`src/rtl/icu_pkg.sv`:
```
// Shared definitions for the vectored interrupt controller.
// Assumes an 8-bit word address space. Per-source words sit in the low
// half of that space, and control words sit at 0x80 and above.
package icu_pkg;

    typedef enum logic [1:0] {
        TRIG_HIGH = 2'b00,
        TRIG_LOW  = 2'b01,
        TRIG_RISE = 2'b10,
        TRIG_FALL = 2'b11
    } trig_e;

    localparam int ADDR_W = 8;

    localparam logic [ADDR_W-1:0] A_VECTOR   = 8'h80;
    localparam logic [ADDR_W-1:0] A_EN_SET   = 8'h81;
    localparam logic [ADDR_W-1:0] A_EN_CLR   = 8'h82;
    localparam logic [ADDR_W-1:0] A_EN_MASK  = 8'h83;
    localparam logic [ADDR_W-1:0] A_PEND_CLR = 8'h84;
    localparam logic [ADDR_W-1:0] A_SPUR     = 8'h85;
    localparam logic [ADDR_W-1:0] A_EOI      = 8'h86;

endpackage

```
`src/rtl/icu_trigger.sv`:
```
// Per-source trigger conditioning.
// Turns raw inputs into pending flags according to each source's trigger
// type. Level types pass the input straight through, after any polarity
// inversion. Edge types set a latch, which clr_mask clears. A new edge
// wins over a clear in the same cycle. Inversion applies only to sources
// flagged in EXT_MASK. Inputs are assumed synchronous to clk.
module icu_trigger #(
    parameter int                  NUM_SRC  = 32,
    parameter logic [NUM_SRC-1:0]  EXT_MASK = '1
) (
    input  logic                 clk,
    input  logic                 rst_n,
    input  logic [NUM_SRC-1:0]   src_in,
    input  logic [2*NUM_SRC-1:0] trig,
    input  logic [NUM_SRC-1:0]   clr_mask,
    output logic [NUM_SRC-1:0]   pend
);
    import icu_pkg::*;

    for (genvar i = 0; i < NUM_SRC; i++) begin : g_src
        trig_e mode;
        logic  is_edge;
        logic  invert;
        logic  act;
        logic  act_d;
        logic  latch_q;

        assign mode    = trig_e'(trig[2*i +: 2]);
        assign is_edge = (mode == TRIG_RISE) || (mode == TRIG_FALL);
        assign invert  = ((mode == TRIG_LOW) || (mode == TRIG_FALL)) && EXT_MASK[i];
        assign act     = src_in[i] ^ invert;

        // Track the previous active level and hold the edge latch.
        always_ff @(posedge clk) begin
            if (!rst_n) begin
                act_d   <= 1'b0;
                latch_q <= 1'b0;
            end else begin
                act_d <= act;
                if (is_edge && act && !act_d) begin
                    latch_q <= 1'b1;
                end else if (clr_mask[i]) begin
                    latch_q <= 1'b0;
                end
            end
        end

        assign pend[i] = is_edge ? latch_q : act;
    end

endmodule

```
`src/rtl/icu_arbiter.sv`:
```
// Combinational winner selection.
// Picks the eligible source with the highest priority that beats the
// current nesting level. When the level is not valid (the stack is
// empty), any eligible source qualifies. Ties go to the lowest index.
// A full stack blocks every source.
module icu_arbiter #(
    parameter int NUM_SRC = 32,
    parameter int PRIO_W  = 3,
    localparam int IDX_W  = $clog2(NUM_SRC)
) (
    input  logic [NUM_SRC-1:0]        elig,
    input  logic [NUM_SRC*PRIO_W-1:0] prio,
    input  logic [PRIO_W-1:0]         level,
    input  logic                      level_valid,
    input  logic                      blocked,
    output logic                      found,
    output logic [IDX_W-1:0]          win_idx,
    output logic [PRIO_W-1:0]         win_prio
);

    // Scan from the top index down so that '>=' keeps the lowest index on ties.
    always_comb begin
        found    = 1'b0;
        win_idx  = '0;
        win_prio = '0;
        for (int i = NUM_SRC - 1; i >= 0; i--) begin
            if (elig[i] && !blocked
                && (!level_valid || prio[i*PRIO_W +: PRIO_W] > level)
                && (!found || prio[i*PRIO_W +: PRIO_W] >= win_prio)) begin
                found    = 1'b1;
                win_idx  = IDX_W'(i);
                win_prio = prio[i*PRIO_W +: PRIO_W];
            end
        end
    end

endmodule

```
`src/rtl/icu_stack.sv`:
```
// Nesting-level stack of priorities.
// A push stores a value unless the stack is full. A pop drops the top
// entry unless the stack is empty. Push takes precedence if both are
// requested, although the top level never requests both.
module icu_stack #(
    parameter int DEPTH  = 8,
    parameter int PRIO_W = 3,
    localparam int PTR_W = $clog2(DEPTH),
    localparam int CNT_W = $clog2(DEPTH + 1)
) (
    input  logic              clk,
    input  logic              rst_n,
    input  logic              push,
    input  logic              pop,
    input  logic [PRIO_W-1:0] push_val,
    output logic [PRIO_W-1:0] top,
    output logic              empty,
    output logic              full,
    output logic [CNT_W-1:0]  count
);
    logic [PRIO_W-1:0] mem [DEPTH];
    logic [CNT_W-1:0]  cnt;
    logic [CNT_W-1:0]  top_ptr;

    assign empty   = (cnt == '0);
    assign full    = (cnt == CNT_W'(DEPTH));
    assign top_ptr = cnt - 1'b1;
    assign top     = mem[top_ptr[PTR_W-1:0]];
    assign count   = cnt;

    // Update storage and occupancy on push or pop.
    always_ff @(posedge clk) begin
        if (!rst_n) begin
            cnt <= '0;
            for (int i = 0; i < DEPTH; i++) mem[i] <= '0;
        end else if (push && !full) begin
            mem[cnt[PTR_W-1:0]] <= push_val;
            cnt                 <= cnt + 1'b1;
        end else if (pop && !empty) begin
            cnt <= cnt - 1'b1;
        end
    end

endmodule

```
`src/rtl/icu_vectored.sv`:
```
// Nested vectored interrupt controller, top level.
// Holds the per-source mode and vector words, the enable mask and the
// spurious word. It decodes the register port, answers vector reads with
// the arbiter's winner and drives a registered request line. It assumes
// NUM_SRC <= 32 and NUM_SRC <= DATA_W, that VEC_W <= DATA_W and PRIO_W <= 4.
module icu_vectored #(
    parameter int                 NUM_SRC  = 32,
    parameter int                 PRIO_W   = 3,
    parameter int                 VEC_W    = 8,
    parameter int                 DEPTH    = 8,
    parameter int                 DATA_W   = 32,
    parameter logic [NUM_SRC-1:0] EXT_MASK = {4'hF, {(NUM_SRC-4){1'b0}}}
) (
    input  logic                        clk,
    input  logic                        rst_n,
    input  logic [NUM_SRC-1:0]          src_in,
    input  logic                        wr_en,
    input  logic                        rd_en,
    input  logic [icu_pkg::ADDR_W-1:0]  addr,
    input  logic [DATA_W-1:0]           wdata,
    output logic [DATA_W-1:0]           rdata,
    output logic                        irq
);
    import icu_pkg::*;

    localparam int IDX_W = $clog2(NUM_SRC);
    localparam int CNT_W = $clog2(DEPTH + 1);

    logic [2*NUM_SRC-1:0]      trig_q;
    logic [NUM_SRC*PRIO_W-1:0] prio_q;
    logic [VEC_W-1:0]          vec_q [NUM_SRC];
    logic [NUM_SRC-1:0]        en_q;
    logic [VEC_W-1:0]          spur_q;
    logic                      irq_q;

    logic [IDX_W-1:0]   idx;
    logic               mode_sel, vec_sel, rd_act, vec_read, ack, eoi;
    logic [NUM_SRC-1:0] pend, clr_mask, wmask;
    logic               found;
    logic [IDX_W-1:0]   win_idx;
    logic [PRIO_W-1:0]  win_prio, stk_top;
    logic               stk_empty, stk_full;
    logic [CNT_W-1:0]   stk_cnt;
    logic [DATA_W-1:0]  rd_word;

    assign idx      = addr[IDX_W-1:0];
    assign mode_sel = (addr[7:6] == 2'b00) && (addr[5:0] < 6'(NUM_SRC));
    assign vec_sel  = (addr[7:6] == 2'b01) && (addr[5:0] < 6'(NUM_SRC));
    assign rd_act   = rd_en && !wr_en;
    assign vec_read = rd_act && (addr == A_VECTOR);
    assign ack      = vec_read && found;
    assign eoi      = wr_en && (addr == A_EOI);
    assign wmask    = wdata[NUM_SRC-1:0];

    // Retire the winner's edge latch on acknowledge, plus any commanded clears.
    assign clr_mask = ((wr_en && addr == A_PEND_CLR) ? wmask : '0)
                    | (ack ? ({{(NUM_SRC-1){1'b0}}, 1'b1} << win_idx) : '0);

    icu_trigger #(.NUM_SRC(NUM_SRC), .EXT_MASK(EXT_MASK)) u_trigger (
        .clk      (clk),
        .rst_n    (rst_n),
        .src_in   (src_in),
        .trig     (trig_q),
        .clr_mask (clr_mask),
        .pend     (pend)
    );

    icu_arbiter #(.NUM_SRC(NUM_SRC), .PRIO_W(PRIO_W)) u_arbiter (
        .elig        (pend & en_q),
        .prio        (prio_q),
        .level       (stk_top),
        .level_valid (!stk_empty),
        .blocked     (stk_full),
        .found       (found),
        .win_idx     (win_idx),
        .win_prio    (win_prio)
    );

    icu_stack #(.DEPTH(DEPTH), .PRIO_W(PRIO_W)) u_stack (
        .clk      (clk),
        .rst_n    (rst_n),
        .push     (ack),
        .pop      (eoi),
        .push_val (win_prio),
        .top      (stk_top),
        .empty    (stk_empty),
        .full     (stk_full),
        .count    (stk_cnt)
    );

    // Configuration and enable registers, written from the register port.
    always_ff @(posedge clk) begin
        if (!rst_n) begin
            trig_q <= '0;
            prio_q <= '0;
            en_q   <= '0;
            spur_q <= '0;
            for (int i = 0; i < NUM_SRC; i++) vec_q[i] <= '0;
        end else if (wr_en) begin
            if (mode_sel) begin
                trig_q[2*idx +: 2]           <= wdata[5:4];
                prio_q[idx*PRIO_W +: PRIO_W] <= wdata[PRIO_W-1:0];
            end
            if (vec_sel)             vec_q[idx] <= wdata[VEC_W-1:0];
            if (addr == A_EN_SET)    en_q       <= en_q | wmask;
            if (addr == A_EN_CLR)    en_q       <= en_q & ~wmask;
            if (addr == A_SPUR)      spur_q     <= wdata[VEC_W-1:0];
        end
    end

    // Read multiplexer for the addressed word.
    always_comb begin
        rd_word = '0;
        if (mode_sel) begin
            rd_word[5:4]        = trig_q[2*idx +: 2];
            rd_word[PRIO_W-1:0] = prio_q[idx*PRIO_W +: PRIO_W];
        end else if (vec_sel) begin
            rd_word[VEC_W-1:0] = vec_q[idx];
        end else begin
            case (addr)
                A_VECTOR:  rd_word[VEC_W-1:0]   = found ? vec_q[win_idx] : spur_q;
                A_EN_MASK: rd_word[NUM_SRC-1:0] = en_q;
                A_SPUR:    rd_word[VEC_W-1:0]   = spur_q;
                default:   rd_word              = '0;
            endcase
        end
    end

    // Register read data and the request line.
    always_ff @(posedge clk) begin
        if (!rst_n) begin
            rdata <= '0;
            irq_q <= 1'b0;
        end else begin
            if (rd_act) rdata <= rd_word;
            irq_q <= found;
        end
    end

    assign irq = irq_q;

endmodule

```
`config.mk`:
```
export PLATFORM = sky130hd
export DESIGN_NAME = icu_vectored
export DESIGN_NICKNAME = d
export VERILOG_FILES = /design/src/rtl/icu_pkg.sv /design/src/rtl/icu_trigger.sv /design/src/rtl/icu_arbiter.sv /design/src/rtl/icu_stack.sv /design/src/rtl/icu_vectored.sv
export SDC_FILE = /design/constraint.sdc
export NUM_CORES = 2
export LEC_CHECK = 0
export BUFFER_PORTS_ARGS = -buffer_cell sky130_fd_sc_hd__buf_2
export CORE_UTILIZATION = 69
export CTS_CLUSTER_DIAMETER = 200
export CTS_CLUSTER_SIZE = 40
export DETAILED_ROUTE_END_ITERATION = 7
export PLACE_DENSITY = 0.88
export RECOVER_POWER = 100
export SETUP_SLACK_MARGIN = 0.3
export SLEW_MARGIN = 20
export SYNTH_ARGS = -nofsm -noshare
export SYNTH_HDL_FRONTEND = slang
export SYNTH_SLANG_ARGS = --single-unit
```
`constraint.sdc`:
```
create_clock -name clk -period 82.6 [get_ports clk]
set_input_delay 0 -clock clk [delete_from_list [all_inputs] [get_ports clk]]
set_output_delay 0 -clock clk [all_outputs]
set_load 0.02 [all_outputs]
```
==> flow_summary.json <==
{
  "outcome": "finished, violations left",
  "violations": "design-rule violations, max-capacitance violations, max-slew violations",
  "ys_ff_latch": 581,
  "maxSlewViolCount": 624,
  "synth-async-reset-ratio_pct": 0,
  "crit_path_start_kind": "flip-flop",
  "yosysSeqAreaShare_pct": 39.0,
  "cts_resized": 0,
  "wl_met3_um": 19100,
  "cts_buffers": 18,
  "die_area_um2": 54500,
  "finalWorstSetupSlack_ps": 25250,
  "yosysWarnings": 0,
  "clk_pin_slew_ps": 160,
  "grt_remaining_overflow": 0,
  "grt_pass1_vias": 29800,
  "end_kind": "flip-flop",
  "worst-setup-path-type": "flip-flop to flip-flop",
  "crit_family": "compound AO/OA/AOI/OAI gates",
  "tritoncts": "yes",
  "cts_root_buffer": "clkbuf_16",
  "dieHeight_um": 233,
  "p_leak_nw": 14.2,
  "grt_pass1_wl_um": 180000,
  "fmax_mhz": 17.4,
  "crit_buf_inv": 8,
  "critPathSlowestCell": "clkbuf_1",
  "crit_top_cell": "ha_1",
  "clock-sinks": 581,
  "grt_antenna_before_repair": 7,
  "syn_area_per_cell_um2": 9.89,
  "num_rows": 84,
  "tightest_slew_ps": 6530,
  "synth_cell_types": 112,
  "vias": 32100,
  "first_iter_violations": 4986,
  "dp_hpwl_um": 85500,
  "pre_cts_ws_ps": 31860,
  "syn-cell-area_um2": 37000,
  "final_nets": 4028,
  "rsz0062_at_grt": "false",
  "synth_nets": 3992,
  "skew_ps": 36.8,
  "finalCritPeriodShare_pct": 69.4,
  "drtPass1Iterations": 8,
  "syn_inst": 3740,
  "grt_max_degree": 152,
  "path_max_fanout": 30,
  "drive_above_1_share_pct": 9.88,
  "wl_um": 122000,
  "core_area_um2": 52800,
  "grtUsageTotal_pct": 44.0,
  "fillers": 3756,
  "gp_congestion": 0.995,
  "highest_layer": "met5",
  "port_buffers": 108,
  "dp_cells": 4371,
  "relSlewSlack_pct": -335,
  "max_cap_violations": 6,
  "drc": 16,
  "ctsHoldBuffers": 73,
  "vias_per_cell": 7.17,
  "holdWs_ps": 67.8,
  "ioPinCount": 109,
  "worst-endpoint-required_ps": 83130,
  "wl_met1_um": 44400,
  "synth_edf_count": 280,
  "ir_drop_uv": 23.4,
  "die_w_um": 233,
  "post_cts_buffers": 0,
  "h-tree-depth": 1,
  "final_core_util_pct": 73.9,
  "cts_buffer_depth": 3,
  "hp-class": "primary input to flip-flop",
  "worstSkewPairLatency_ps": 620,
  "final_cells": 4477,
  "wl_met2_um": 51600,
  "hold_violations": 0,
  "cpPeakStageDelay_ps": 1510,
  "synth_top_flop_cell": "dfxtp_1",
  "period_needed_ps": 57350,
  "setup_viol": 0,
  "cp.arrival_ps": 57880,
  "ant_nets": 0,
  "p_per_area_nw_per_um2": 13.1,
  "wl_per_cell_um": 27.3,
  "syn_to_final_growth_pct": 5.40,
  "tns_ps": 0,
  "start_util_pct": 70.1
}
==> per-layer routing <==
metal / track usage [%] / vias to the layer above
li1: - / 13800
met1: 59.1 / 15200
met2: 64.5 / 2569
met3: 13.6 / 479
met4: 21.2 / 8
met5: 0.827 / -
==> cell type report <==
cell class,count,area (um^2),area share (%)
Multi-Input combinational cell,2817,21100,54.1
Sequential cell,581,14400,37.0
Timing Repair Buffer,239,1600,4.10
Tap cell,688,861,2.21
Clock buffer,29,513,1.32
Inverter,119,447,1.15
Clock inverter,1,20.0,0.0514
Antenna cell,3,7.51,0.0193
==> through the flow <==
step / cell area [um^2] / power [mW]
after floorplan: 37000 / 0.354
after global placement: 38000 / 0.374
after detailed placement: 38000 / 0.375
after CTS: 39300 / 0.504
after global routing: 39000 / 0.520
final: 39000 / 0.512
==> synth_stat cells (90+ instances only) <==
master | count | share of area, %
a21boi_0 | 94 | 1.9
a21oi_1 | 144 | 1.9
and2_1 | 321 | 5.4
clkbuf_1 | 169 | 1.7
dfxtp_1 | 301 | 16
edfxtp_1 | 280 | 23
ha_1 | 176 | 6.0
inv_1 | 119 | 1.2
mux2i_1 | 170 | 4.6
mux4_2 | 140 | 8.5
nand2_1 | 427 | 4.3
nand3_1 | 90 | 1.2
nor2_1 | 185 | 1.9
nor2b_1 | 163 | 2.8
o21ai_0 | 157 | 2.1
==> registers in the layout, summed over array words and instances (netlist names), named ones only <==
name,flops
u_stack.count,4
trig_q,64
u_stack.mem,24
vec_q,256
u_trigger.g_src.act_d,32
prio_q,96
irq,1
u_trigger.g_src.latch_q,32
spur_q,8
rdata,32
==> power breakdown <==
group	internal, mW	switching [mW]	total (mW)
clock network	0.0443	0.0919	0.136
logic	0.0235	0.0376	0.0611
registers	0.309	0.00525	0.315
==> logic make-up (layout without fill, tap and decap cells) <==
logic type / count (synthesis) / in the layout / share of synthesized area, %
flip-flops: 581 / 581 / 39.0
XOR/XNOR: 11 / 11 / 0.261
AO/OA/AOI/OAI: 821 / 821 / 15.8
adder cells (fa/ha/maj): 187 / 187 / 6.27
buffers and inverters: 342 / 388 / 3.66
multiplexers: 363 / 363 / 14.8
other: 0 / 3 / 0
AND/OR/NAND/NOR: 1435 / 1435 / 20.1
==> final timing paths <==
| check | startpoint | end | slack (ps) | depth (start not counted) |
|---|---|---|---|---|
| max | u_stack.count[0] | rdata[5] | 25250 | 217 |
| min | wdata[7] | spur_q[7] | 70 | 3 |
| max reg2reg | u_stack.count[0] | rdata[5] | 25250 | 217 |
| min reg2reg | u_trigger.g_src[31].latch_q | u_trigger.g_src[31].latch_q | 470 | 2 |
==> placed cells by master (no fill, tap or decap), types with 11 or more instances in the layout <==
master | netlist | routed
o221ai_1 | 17 | 17
mux2_1 | 3 | 11
and3_1 | 26 | 26
o21ai_1 | 14 | 12
nor4_1 | 16 | 17
mux2i_1 | 170 | 168
a21boi_0 | 94 | 96
nand2_1 | 427 | 427
a22oi_1 | 34 | 34
o2111ai_1 | 50 | 50
and2_0 | 0 | 191
a21o_1 | 37 | 37
edfxtp_1 | 280 | 280
or3_1 | 14 | 14
and2_1 | 321 | 130
ha_1 | 176 | 176
mux4_2 | 140 | 140
a211oi_1 | 18 | 19
buf_4 | 10 | 39
mux2_2 | 44 | 42
dlygate4sd3_1 | 0 | 73
a31oi_1 | 43 | 46
buf_2 | 11 | 72
o22ai_1 | 15 | 15
nand4_1 | 15 | 15
o21a_1 | 26 | 26
clkbuf_16 | 0 | 19
nor2b_1 | 163 | 163
nor2_1 | 185 | 183
maj3_1 | 7 | 11
nand3b_1 | 33 | 33
nand2b_1 | 51 | 50
nor3_1 | 49 | 49
inv_1 | 119 | 118
clkbuf_1 | 169 | 64
a21oi_1 | 144 | 146
nand3_1 | 90 | 90
o21ai_0 | 157 | 162
dfxtp_1 | 301 | 301
o211ai_1 | 18 | 19
==> worst min-delay path: stages <==
cell,delay (ps)
buf_2,380
nand3_1,170
a21boi_0,80
(Power assumes the default switching activity.)
